File: src/rtl/adc_seq_pkg.sv
package adc_seq_pkg;
  localparam logic [3:0] SRC_TIMER = 4'd5;
  localparam logic [31:0] MUX_KEEP = 32'h3333_3333;

  // register offsets within the block
  localparam logic [7:0] OFS_ENABLE = 8'h00;
  localparam logic [7:0] OFS_RAW    = 8'h04;
  localparam logic [7:0] OFS_MASK   = 8'h08;
  localparam logic [7:0] OFS_CLEAR  = 8'h0C;
  localparam logic [7:0] OFS_OVF    = 8'h10;
  localparam logic [7:0] OFS_SRC    = 8'h14;
  localparam logic [7:0] OFS_UNF    = 8'h18;
  localparam logic [7:0] OFS_PRIO   = 8'h20;
  localparam logic [7:0] OFS_SEQ0   = 8'h40;

  // per-sequencer sub offsets
  localparam logic [4:0] SUB_MUX  = 5'h00;
  localparam logic [4:0] SUB_CTL  = 5'h04;
  localparam logic [4:0] SUB_DATA = 5'h08;
  localparam logic [4:0] SUB_STAT = 5'h0C;

  function automatic logic [31:0] lcg_step(input logic [31:0] s);
    return s * 32'd314159 + 32'd1;
  endfunction

  function automatic logic [31:0] status_pack(input logic [3:0] rptr, input logic [3:0] wptr,
                                              input logic is_empty, input logic is_full);
    logic [31:0] w;
    w = '0;
    w[3:0] = rptr;
    w[7:4] = wptr;
    w[8] = is_empty;
    w[12] = is_full;
    return w;
  endfunction
endpackage

File: src/rtl/seq_fifo.sv
module seq_fifo
  import adc_seq_pkg::*;
#(
  parameter int DEPTH = 16,
  parameter int DW = 12
) (
  input  logic          clk,
  input  logic          rst,
  input  logic          push,
  input  logic [DW-1:0] push_data,
  input  logic          pop,
  output logic [DW-1:0] pop_data,
  output logic [31:0]   status_word,
  output logic          drop,
  output logic          underrun
);
  localparam int PW = $clog2(DEPTH);
  localparam int CW = PW + 1;

  logic [DW-1:0] mem [DEPTH];
  logic [PW-1:0] wptr, rptr;
  logic [CW-1:0] cnt;
  logic is_empty, is_full, do_push, do_pop;

  assign is_empty = (cnt == '0);
  assign is_full  = (cnt == CW'(DEPTH));
  assign do_push  = push && !is_full;
  assign do_pop   = pop && !is_empty;
  assign drop     = push && is_full;
  assign underrun = pop && is_empty;
  assign pop_data = is_empty ? '0 : mem[rptr];
  assign status_word = status_pack(4'(rptr), 4'(wptr), is_empty, is_full);

  always_ff @(posedge clk) begin
    if (do_push) mem[wptr] <= push_data;
  end

  always_ff @(posedge clk) begin
    if (rst) begin
      wptr <= '0;
      rptr <= '0;
      cnt  <= '0;
    end else begin
      if (do_push) wptr <= wptr + 1'b1;
      if (do_pop)  rptr <= rptr + 1'b1;
      case ({do_push, do_pop})
        2'b10:   cnt <= cnt + 1'b1;
        2'b01:   cnt <= cnt - 1'b1;
        default: cnt <= cnt;
      endcase
    end
  end

  assert_count_bound_R3: assert property (@(posedge clk) disable iff (rst)
    cnt <= CW'(DEPTH));
  assert_drop_holds_wptr_R3: assert property (@(posedge clk) disable iff (rst)
    (push && is_full && !pop) |=> (wptr == $past(wptr)) && is_full);
  assert_pop_advances_R4: assert property (@(posedge clk) disable iff (rst)
    (pop && !is_empty) |=> (rptr == $past(rptr) + 1'b1));
  assert_underrun_holds_R5: assert property (@(posedge clk) disable iff (rst)
    (underrun && !push) |=> (rptr == $past(rptr)) && (wptr == $past(wptr)) && is_empty);
endmodule

File: src/rtl/noise_chain.sv
module noise_chain
  import adc_seq_pkg::*;
#(
  parameter int N = 4,
  parameter int DW = 12
) (
  input  logic                 clk,
  input  logic                 rst,
  input  logic [N-1:0]         fire,
  output logic [N-1:0][DW-1:0] sample
);
  logic [31:0] state;
  logic [31:0] st [N+1];
  logic [31:0] nxt [N];

  assign st[0] = state;

  for (genvar g = 0; g < N; g++) begin : g_link
    assign nxt[g] = lcg_step(st[g]);
    assign st[g+1] = fire[g] ? nxt[g] : st[g];
    assign sample[g] = DW'(32'h200 + {29'd0, nxt[g][18:16]});
  end

  always_ff @(posedge clk) begin
    if (rst) state <= '0;
    else     state <= st[N];
  end

  assert_idle_state_R7: assert property (@(posedge clk) disable iff (rst)
    (fire == '0) |=> (state == $past(state)));
endmodule

File: src/rtl/adc_seq_frontend.sv
module adc_seq_frontend
  import adc_seq_pkg::*;
#(
  parameter int NSEQ = 4,
  parameter int DEPTH = 16,
  parameter int DW = 12
) (
  input  logic          clk,
  input  logic          rst,
  input  logic          bus_wr,
  input  logic          bus_rd,
  input  logic [7:0]    bus_addr,
  input  logic [31:0]   bus_wdata,
  output logic [31:0]   bus_rdata,
  input  logic          trig,
  input  logic [DW-1:0] ext_sample,
  output logic [NSEQ-1:0] irq
);
  localparam int SW = (NSEQ > 1) ? $clog2(NSEQ) : 1;
  localparam int SRCW = 4 * NSEQ;
  localparam logic [7:0] SEQ_END = 8'(64 + 32 * NSEQ);

  logic [NSEQ-1:0] enable_r, raw_r, mask_r, ovf_r, unf_r;
  logic [SRCW-1:0] src_r, prio_r;
  logic [31:0]     smux_r [NSEQ];
  logic [31:0]     sctl_r [NSEQ];

  logic            in_seq;
  logic [7:0]      seq_off;
  logic [SW-1:0]   sidx;
  logic [4:0]      sub;
  logic [NSEQ-1:0] fire, pop, drop, underrun;
  logic [NSEQ-1:0][DW-1:0] prng;
  logic [DW-1:0]   push_data [NSEQ];
  logic [DW-1:0]   pop_data [NSEQ];
  logic [31:0]     stat_word [NSEQ];

  assign in_seq  = (bus_addr >= OFS_SEQ0) && (bus_addr < SEQ_END);
  assign seq_off = bus_addr - OFS_SEQ0;
  assign sidx    = seq_off[5 +: SW];
  assign sub     = bus_addr[4:0];

  noise_chain #(.N(NSEQ), .DW(DW)) u_noise (
    .clk(clk), .rst(rst), .fire(fire), .sample(prng)
  );

  for (genvar n = 0; n < NSEQ; n++) begin : g_seq
    assign fire[n] = trig && enable_r[n] && (src_r[4*n +: 4] == SRC_TIMER);
    assign pop[n]  = bus_rd && in_seq && (sidx == SW'(n)) && (sub == SUB_DATA);
    assign push_data[n] = sctl_r[n][0] ? ext_sample : prng[n];

    seq_fifo #(.DEPTH(DEPTH), .DW(DW)) u_fifo (
      .clk(clk), .rst(rst),
      .push(fire[n]), .push_data(push_data[n]),
      .pop(pop[n]), .pop_data(pop_data[n]),
      .status_word(stat_word[n]),
      .drop(drop[n]), .underrun(underrun[n])
    );

    always_ff @(posedge clk) begin
      if (rst) begin
        smux_r[n] <= '0;
        sctl_r[n] <= '0;
      end else if (bus_wr && in_seq && sidx == SW'(n)) begin
        if (sub == SUB_MUX) smux_r[n] <= bus_wdata & MUX_KEEP;
        if (sub == SUB_CTL) sctl_r[n] <= bus_wdata;
      end
    end
  end

  logic wr_raw, wr_clr, wr_ovf, wr_unf;
  assign wr_raw = bus_wr && (bus_addr == OFS_RAW);
  assign wr_clr = bus_wr && (bus_addr == OFS_CLEAR);
  assign wr_ovf = bus_wr && (bus_addr == OFS_OVF);
  assign wr_unf = bus_wr && (bus_addr == OFS_UNF);

  always_ff @(posedge clk) begin
    if (rst) begin
      enable_r <= '0;
      raw_r    <= '0;
      mask_r   <= '0;
      ovf_r    <= '0;
      unf_r    <= '0;
      src_r    <= '0;
      prio_r   <= '0;
    end else begin
      if (bus_wr && bus_addr == OFS_ENABLE) enable_r <= bus_wdata[NSEQ-1:0];
      if (bus_wr && bus_addr == OFS_MASK)   mask_r   <= bus_wdata[NSEQ-1:0];
      if (bus_wr && bus_addr == OFS_SRC)    src_r    <= bus_wdata[SRCW-1:0];
      if (bus_wr && bus_addr == OFS_PRIO)   prio_r   <= bus_wdata[SRCW-1:0];
      raw_r <= (wr_raw ? bus_wdata[NSEQ-1:0]
                       : (wr_clr ? (raw_r & ~bus_wdata[NSEQ-1:0]) : raw_r)) | fire;
      ovf_r <= (wr_ovf ? (ovf_r & ~bus_wdata[NSEQ-1:0]) : ovf_r) | drop;
      unf_r <= (wr_unf ? (unf_r & ~bus_wdata[NSEQ-1:0]) : unf_r) | underrun;
    end
  end

  assign irq = raw_r & mask_r;

  always_comb begin
    bus_rdata = '0;
    if (in_seq) begin
      for (int n = 0; n < NSEQ; n++) begin
        if (sidx == SW'(n)) begin
          case (sub)
            SUB_MUX:  bus_rdata = smux_r[n];
            SUB_CTL:  bus_rdata = sctl_r[n];
            SUB_DATA: bus_rdata = 32'(pop_data[n]);
            SUB_STAT: bus_rdata = stat_word[n];
            default:  bus_rdata = '0;
          endcase
        end
      end
    end else begin
      case (bus_addr)
        OFS_ENABLE: bus_rdata = 32'(enable_r);
        OFS_RAW:    bus_rdata = 32'(raw_r);
        OFS_MASK:   bus_rdata = 32'(mask_r);
        OFS_CLEAR:  bus_rdata = 32'(raw_r & mask_r);
        OFS_OVF:    bus_rdata = 32'(ovf_r);
        OFS_SRC:    bus_rdata = 32'(src_r);
        OFS_UNF:    bus_rdata = 32'(unf_r);
        OFS_PRIO:   bus_rdata = 32'(prio_r);
        default:    bus_rdata = '0;
      endcase
    end
  end

  assert_fire_sets_raw_R11: assert property (@(posedge clk) disable iff (rst)
    (fire != '0) |=> ((raw_r & $past(fire)) == $past(fire)));
  assert_drop_flags_ovf_R3: assert property (@(posedge clk) disable iff (rst)
    (drop != '0) |=> ((ovf_r & $past(drop)) == $past(drop)));
  assert_underrun_flags_unf_R5: assert property (@(posedge clk) disable iff (rst)
    (underrun != '0) |=> ((unf_r & $past(underrun)) == $past(underrun)));
endmodule

File: config.mk
export PLATFORM = sky130hd
export DESIGN_NAME = adc_seq_frontend
export DESIGN_NICKNAME = d
export VERILOG_FILES = /design/src/rtl/adc_seq_pkg.sv /design/src/rtl/seq_fifo.sv /design/src/rtl/noise_chain.sv /design/src/rtl/adc_seq_frontend.sv
export SDC_FILE = /design/constraint.sdc
export NUM_CORES = 2
export LEC_CHECK = 0
export CAP_MARGIN = 20
export CORE_UTILIZATION = 64
export CTS_CLUSTER_DIAMETER = 60
export CTS_CLUSTER_SIZE = 30
export DETAILED_ROUTE_END_ITERATION = 8
export PLACE_DENSITY = 0.89
export SETUP_SLACK_MARGIN = 0.5
export SKIP_CTS_REPAIR_TIMING = 1
export SLEW_MARGIN = 10
export SYNTH_ARGS = -nofsm -noshare
export SYNTH_HDL_FRONTEND = slang
export SYNTH_SLANG_ARGS = --single-unit
File: constraint.sdc
create_clock -name clk -period 22.7 [get_ports clk]
set_input_delay 2.27 -clock clk [delete_from_list [all_inputs] [get_ports clk]]
set_output_delay 2.27 -clock clk [all_outputs]
set_load 0.1 [all_outputs]
* Yosys cells after proc, flatten, opt, wreduce, memory -nomap -nowiden
Memories as Yosys holds them, arrays and structs flattened. A register that Yosys moved wholly into a read port is not among the register bits.
Cells that the tools add are included.
** Word-level totals
- Memory bits (writable) :: 960
- Logic and storage cells :: 251
- Register bits after elaboration :: 136
- Memories :: 6
** Memory list
- g_seq[0].u_fifo.mem :: words 16, width 12, rd ports 1, clocked after memory_dff 1, write ports 1, RTL line seq_fifo.sv:20 : logic [DW-1:0] mem [DEPTH];
- g_seq[1].u_fifo.mem :: words 16, width 12, rd ports 1, clocked after memory_dff 1, write ports 1, RTL line seq_fifo.sv:20
- g_seq[2].u_fifo.mem :: words 16, width 12, rd ports 1, clocked after memory_dff 1, write ports 1, RTL line seq_fifo.sv:20
- g_seq[3].u_fifo.mem :: words 16, width 12, rd ports 1, clocked after memory_dff 1, write ports 1, RTL line seq_fifo.sv:20
- sctl_r :: words 4, width 32, rd ports 4, clocked after memory_dff 0, write ports 4, RTL line adc_seq_frontend.sv:26 : logic [31:0] sctl_r [NSEQ];
- smux_r :: words 4, width 16, rd ports 4, clocked after memory_dff 0, write ports 4, RTL line adc_seq_frontend.sv:25 : logic [31:0] smux_r [NSEQ];
** Cells by class
- Multiply operators :: 4
- Equal/unequal tests :: 29
- Bitwise operators :: 17
- Muxes and demuxes :: 82
- $add $sub $neg :: 25
- Reduce and logical (&&, ||, !) cells :: 66
- Magnitude comparators :: 2
** Operators with widths (count)
- 32-bit one-hot mux with 4 select lines :: 4
- 32-bit two-way mux :: 13
- 32-bit by 1-bit adder with 32-bit output (second input constant) :: 4
- 32-bit by 19-bit multiplier with 32-bit output (second input constant) :: 4
- 16-bit one-hot mux with 8 select lines :: 1
- 12-bit two-way mux :: 8
- 16-bit two-way mux :: 4
- 4-bit two-way mux :: 12
- 1-bit logical AND :: 47
- 10-bit by 3-bit adder with 11-bit output (first input constant) :: 4
- 5-bit one-hot mux with 2 select lines :: 4
- 1-bit two-way mux :: 36
- 4-bit by 1-bit adder with 4-bit output (second input constant) :: 8
- 5-bit logical NOT :: 5
- 8-bit by 5-bit equality test with 1-bit output (second input constant) :: 3
- 5-bit by 1-bit adder with 5-bit output (second input constant) :: 4
- 4-bit AND :: 5
- 5-bit equality test (second input constant) :: 4
- 5-bit by 1-bit subtractor with 5-bit output (second input constant) :: 4
- 4-bit by 3-bit equality test with 1-bit output (second input constant) :: 4
- 8-bit by 4-bit equality test with 1-bit output (second input constant) :: 2
- 2-bit equality test (second input constant) :: 6
- 4-bit OR :: 3
- 2-bit by 1-bit equality test with 1-bit output (second input constant) :: 5
- 13 further kinds :: 31

* Depth between registers and ports, before layout
- Word-level depth :: 13
- Mapped depth :: 75

* Cells and area by module
Synthesis repeated with hierarchy kept, for this count alone.
** Second synthesis, totals
- Cells, all modules :: 4740
- Area, all modules :: 62919.1 um^2
** By module, submodules not included
- seq_fifo (g_seq[0].u_fifo ...) :: seq. area each 6105.9 um^2, cells an instance 460, area an instance 8615.8 um^2, times used 3
- noise_chain :: seq. area each 380.4 um^2, cells an instance 1654, area an instance 15312.2 um^2, times used 1
- adc_seq_frontend :: seq. area each 6806.5 um^2, cells an instance 1262, area an instance 13340.3 um^2, times used 1
- seq_fifo (g_seq[3].u_fifo) :: seq. area each 6105.9 um^2, cells an instance 444, area an instance 8419.3 um^2, times used 1

* Worst setup path after synthesis
OpenSTA, ideal clock, no wires.
- Kind :: register to register
- From :: register u_noise.state[5]
- To :: memory g_seq[3].u_fifo.mem[0][2], data pin
- Path buffers :: 0
- Path slack :: 4.670 ns
- Setup time :: 0.285 ns
- Data arrival time :: 17.745 ns
- Cell stages (with the launch flop) :: 71
- Clock period less this slack :: 18.030 ns
- Cell sequence :: dfxtp_1 > inv_1 > fa_1 > inv_1 > ha_1 > fa_1 > ha_1 > ha_1 > fa_1 > ha_1 > o21ai_0 > or2_2 > nand2_1 > a21oi_1 > xor2_1 > o21ai_0 > fa_1 > ha_1 > [35 not listed] > inv_1 > fa_1 > inv_1 > fa_1 > inv_1 > fa_1 > fa_1 > xnor2_1 > xnor2_1 > xnor2_1 > xnor2_1 > xnor2_2 > xnor2_1 > xnor2_1 > xnor2_1 > xnor3_2 > xnor3_1 > mux2_2
** Between the ends
- Cells in the longest elaborated chain, start to end :: 13
** RTL lines
- start, declared :: RTL line noise_chain.sv:12 : logic [31:0] state;
- start signal, assigned :: RTL line noise_chain.sv:26 : else state <= st[N];
- 32-bit by 19-bit multiplier with 32-bit output :: RTL line adc_seq_pkg.sv:23 : return s * 32'd314159 + 32'd1;
- 32-bit by 1-bit adder with 32-bit output :: RTL line adc_seq_pkg.sv:23
- 32-bit two-way mux * :: RTL line noise_chain.sv:20 : assign st[g+1] = fire[g] ? nxt[g] : st[g];
- 32-bit by 19-bit multiplier with 32-bit output :: RTL line adc_seq_pkg.sv:23
- 32-bit by 1-bit adder with 32-bit output :: RTL line adc_seq_pkg.sv:23
- 32-bit two-way mux * :: RTL line noise_chain.sv:20
- 32-bit by 19-bit multiplier with 32-bit output :: RTL line adc_seq_pkg.sv:23
- 32-bit by 1-bit adder with 32-bit output :: RTL line adc_seq_pkg.sv:23
- 32-bit two-way mux * :: RTL line noise_chain.sv:20
- 32-bit by 19-bit multiplier with 32-bit output * :: RTL line adc_seq_pkg.sv:23
- 32-bit by 1-bit adder with 32-bit output * :: RTL line adc_seq_pkg.sv:23
- 10-bit by 3-bit adder with 11-bit output * :: RTL line noise_chain.sv:21 : assign sample[g] = DW'(32'h200 + {29'd0, nxt[g][18:16]});
- 12-bit two-way mux * :: RTL line adc_seq_frontend.sv:50 : assign push_data[n] = sctl_r[n][0] ? ext_sample : prng[n];
- net g_seq[3].u_fifo.push_data[2] :: RTL line seq_fifo.sv:10 : input logic [DW-1:0] push_data,
- end, declared :: RTL line seq_fifo.sv:20
The timed path passes the listed nets; every way through them passes the cells marked *.

* Final worst setup path
- From :: register u_noise.state[5]
- To :: memory g_seq[3].u_fifo.mem[5][2], data pin
The elaborated chain is that of the path after synthesis.

==> reports/qor.yml <==
worst_setup_path:
  slowest_stage: "o21ai_0"
  cp-start-kind: "flip-flop"
  crit_required_ns: 23.11
  max_stage_delay_ns: 0.68
  cp_num_buf_inv: 14
  crit_arrival_ns: 20.40
  path_common_cell: "fa_1"
  critPathKind: "flip-flop to flip-flop"
  cp_max_fo: 16
  cp_top_family: "adder cells"
  cp-end-kind: "flip-flop"
timing:
  rsz0062_at_grt: "false"
  tns_ns: 0
  setup_viol: 0
  post-route-period-util_pct: 88.0
  fin_crit_ns: 19.98
  worstMarginPinSlew_ns: 1.30
  final-max-slew-violation-count: 0
  clock_skew_ns: 0.0573
  max_slew_margin_pct: 12.9
  fmax_mhz: 50.0
  finalHoldViolations: 0
logic_synthesis:
  synthCells: 4305
  syn-cell-area_mm2: 0.0595
  syn_nets: 4987
  synth.top_cell.area_share_pct: 48.5
  synth_edf_count: 960
  async_flop_share_pct: 0
  synth_flop_cell: "edfxtp_1"
  synth_area_per_cell_um2: 13.8
  ys_seq_area_share_pct: 53.1
  ys_types: 72
  synth-seq-cells: 1099
  yosys_warnings: 0
  ys_top_cells_by_area: "edfxtp_1 48%, fa_1 9.1%, mux4_2 9.0%, ha_1 7.5%, dfxtp_1 4.7%"
  yosys.area.top_type: "edfxtp_1"
grt:
  grt_usage_pct: 35.2
  grt_pass1_vias: 38154
  overflow: 0
  grt_pass1_wl_um: 243000
  antenna_found_initial: 21
  grt_max_degree: 81
drt:
  wl_met2_um: 74200
  routed_wirelength_um: 165000
  initialDrtViolationCount: 6555
  top_layer: "met5"
  antenna_left: 0
  remaining_drc_errors: 9
  wl_met3_um: 23900
  avgViaCountPerCell: 6.75
  post_drt_wl_per_cell_um: 28.9
  drt-met1-wl_um: 55800
  vias: 38439
  drtPass1Iterations: 9
floorplanning:
  core-area_mm2: 0.0918
  ioPinCount: 93
  row_count: 111
  die-area_mm2: 0.0942
  die_w_um: 307
  die_h_um: 307
  start_util_pct: 64.8
pwr:
  peakVddDrop_mv: 0.0798
  power.density_mw_per_mm2: 54.6
  leakage_nw: 25.7
finish:
  fillers: 5537
  regArea_mm2: 0.0316
  final_cells: 5696
  multi_input_area_mm2: 0.0253
  drive_above_1_share_pct: 12.1
  syn2layout_area_growth_pct: 8.37
  nets: 5081
clock_tree:
  cts_root_buf: "clkbuf_16"
  htreeDepth: 2
  numCtsBuffers: 52
  tritoncts: "yes"
  clockBufferDepth: 3
  clk_pin_slew_ns: 0.10
  cts_sinks: 1099
  clk_latency_ns: 0.70
place:
  dp.cells: 5579
  hpwlAfterDp_um: 109000
  place_congestion: 0.951
  io_buffers: 92
worst_hold_path:
  min_path_type: "flip-flop to flip-flop"
flow_run:
  max-cap-violations: 0
run_status:
  status: "finished with violations"
  violations: "design-rule violations"
-- synth_stat cells (all sizes together) (20+ instances only) --
cell type	instances
edfxtp	960
inv	550
ha	355
fa	270
mux4	237
and2	236
nor2	212
nand2	192
a21oi	175
clkbuf	142
dfxtp	139
xnor2	112
a22oi	73
xor2	68
o21ai	66
nand3	47
nor3	41
buf	39
mux2i	38
a21o	34
o22ai	32
nand2b	25
a221oi	23
a31oi	23
a211oi	20
-- where the power goes --
group	internal (mW)	leakage, nW	switching (mW)
clock network	0.509	0.907	0.690
registers	2.21	10.6	0.0102
logic	0.0267	14.1	0.0786
total	2.74	25.7	0.779
-- cell families (layout without fill, tap and decap cells) --
group,count (synthesis),after routing,share of synthesized area (%)
AOI/OAI and AO/OA,534,534,5.85
xor gates and xnor gates,183,183,2.87
adders and majority gates,625,625,16.6
buffers and inverters,731,868,4.62
DFF,1099,1099,53.1
muxes,290,290,9.90
other,0,11,0
and+or+nand+nor,843,843,7.07
-- cells in the final DEF, fill, tap and decap left out, types with 32 or more instances in the layout --
master,count
o21ai_0,60
nand3_1,47
a21o_1,34
a21oi_1,175
xor2_1,68
nor2_1,206
clkdlybuf4s50_1,91
a22oi_1,73
ha_1,355
nand2_1,192
buf_4,118
mux4_2,237
edfxtp_1,960
and2_1,236
inv_1,550
dfxtp_1,130
xnor2_1,108
clkbuf_16,54
mux2i_1,37
fa_1,270
o22ai_1,32
-- sequential cells by signal, indices dropped and copies added (netlist names), named ones only --
name / count
g_seq.u_fifo.rptr: 16
g_seq.u_fifo.mem: 768
smux_r: 64
mask_r: 4
src_r: 16
ovf_r: 4
g_seq.u_fifo.cnt: 20
raw_r: 4
enable_r: 4
sctl_r: 128
g_seq.u_fifo.wptr: 16
unf_r: 4
prio_r: 16
u_noise.state: 19
-- area by class of cell --
cell class | count | share of cell area (%)
Sequential cell | 1099 | 49.1
Clock buffer | 67 | 2.19
Inverter | 550 | 3.20
Tap cell | 1243 | 2.41
Antenna cell | 11 | 0.0427
Timing Repair Buffer | 221 | 3.10
Clock inverter | 30 | 0.732
Multi-Input combinational cell | 2475 | 39.3
-- tightest hold or removal path: stages (launching register included) --
cell and delay [ns]:
dfxtp_1 0.32, nand2_1 0.05, a21oi_1 0.05
-- final timing paths --
kind	from	to	slack, ns	cells after the start
setup / recovery	u_noise.state[5]$_SDFF_PP0_	g_seq[3].u_fifo.mem[5][2]$_DFFE_PP_	2.72	67
hold / removal	prio_r[15]$_SDFFE_PP0P_	prio_r[15]$_SDFFE_PP0P_	0.47	2
setup reg to reg	u_noise.state[5]$_SDFF_PP0_	g_seq[3].u_fifo.mem[5][2]$_DFFE_PP_	2.72	67
hold reg to reg	prio_r[15]$_SDFFE_PP0P_	prio_r[15]$_SDFFE_PP0P_	0.47	2
-- metrics by stage --
step	total power, mW	hold WS (ns)	util (%)	setup WS, ns	instance area, µm²
floorplan	2.31	0.436	-	4.67	59500
global placement	2.35	0.441	67.9	3.14	62300
detailed placement	2.36	0.450	68.0	2.89	62400
CTS	3.50	0.463	70.0	2.81	64300
global route	3.57	0.487	70.2	1.72	64400
finish	3.52	0.467	70.2	2.72	64500
-- routing by layer --
layer  track usage, %  vias up
met1             45.7    18798
li1                 -    15619
met2             54.0     3199
met3             11.1      803
met4             17.3       20
met5           0.0517        -
Note: power is estimated with default switching activity, not from simulation.
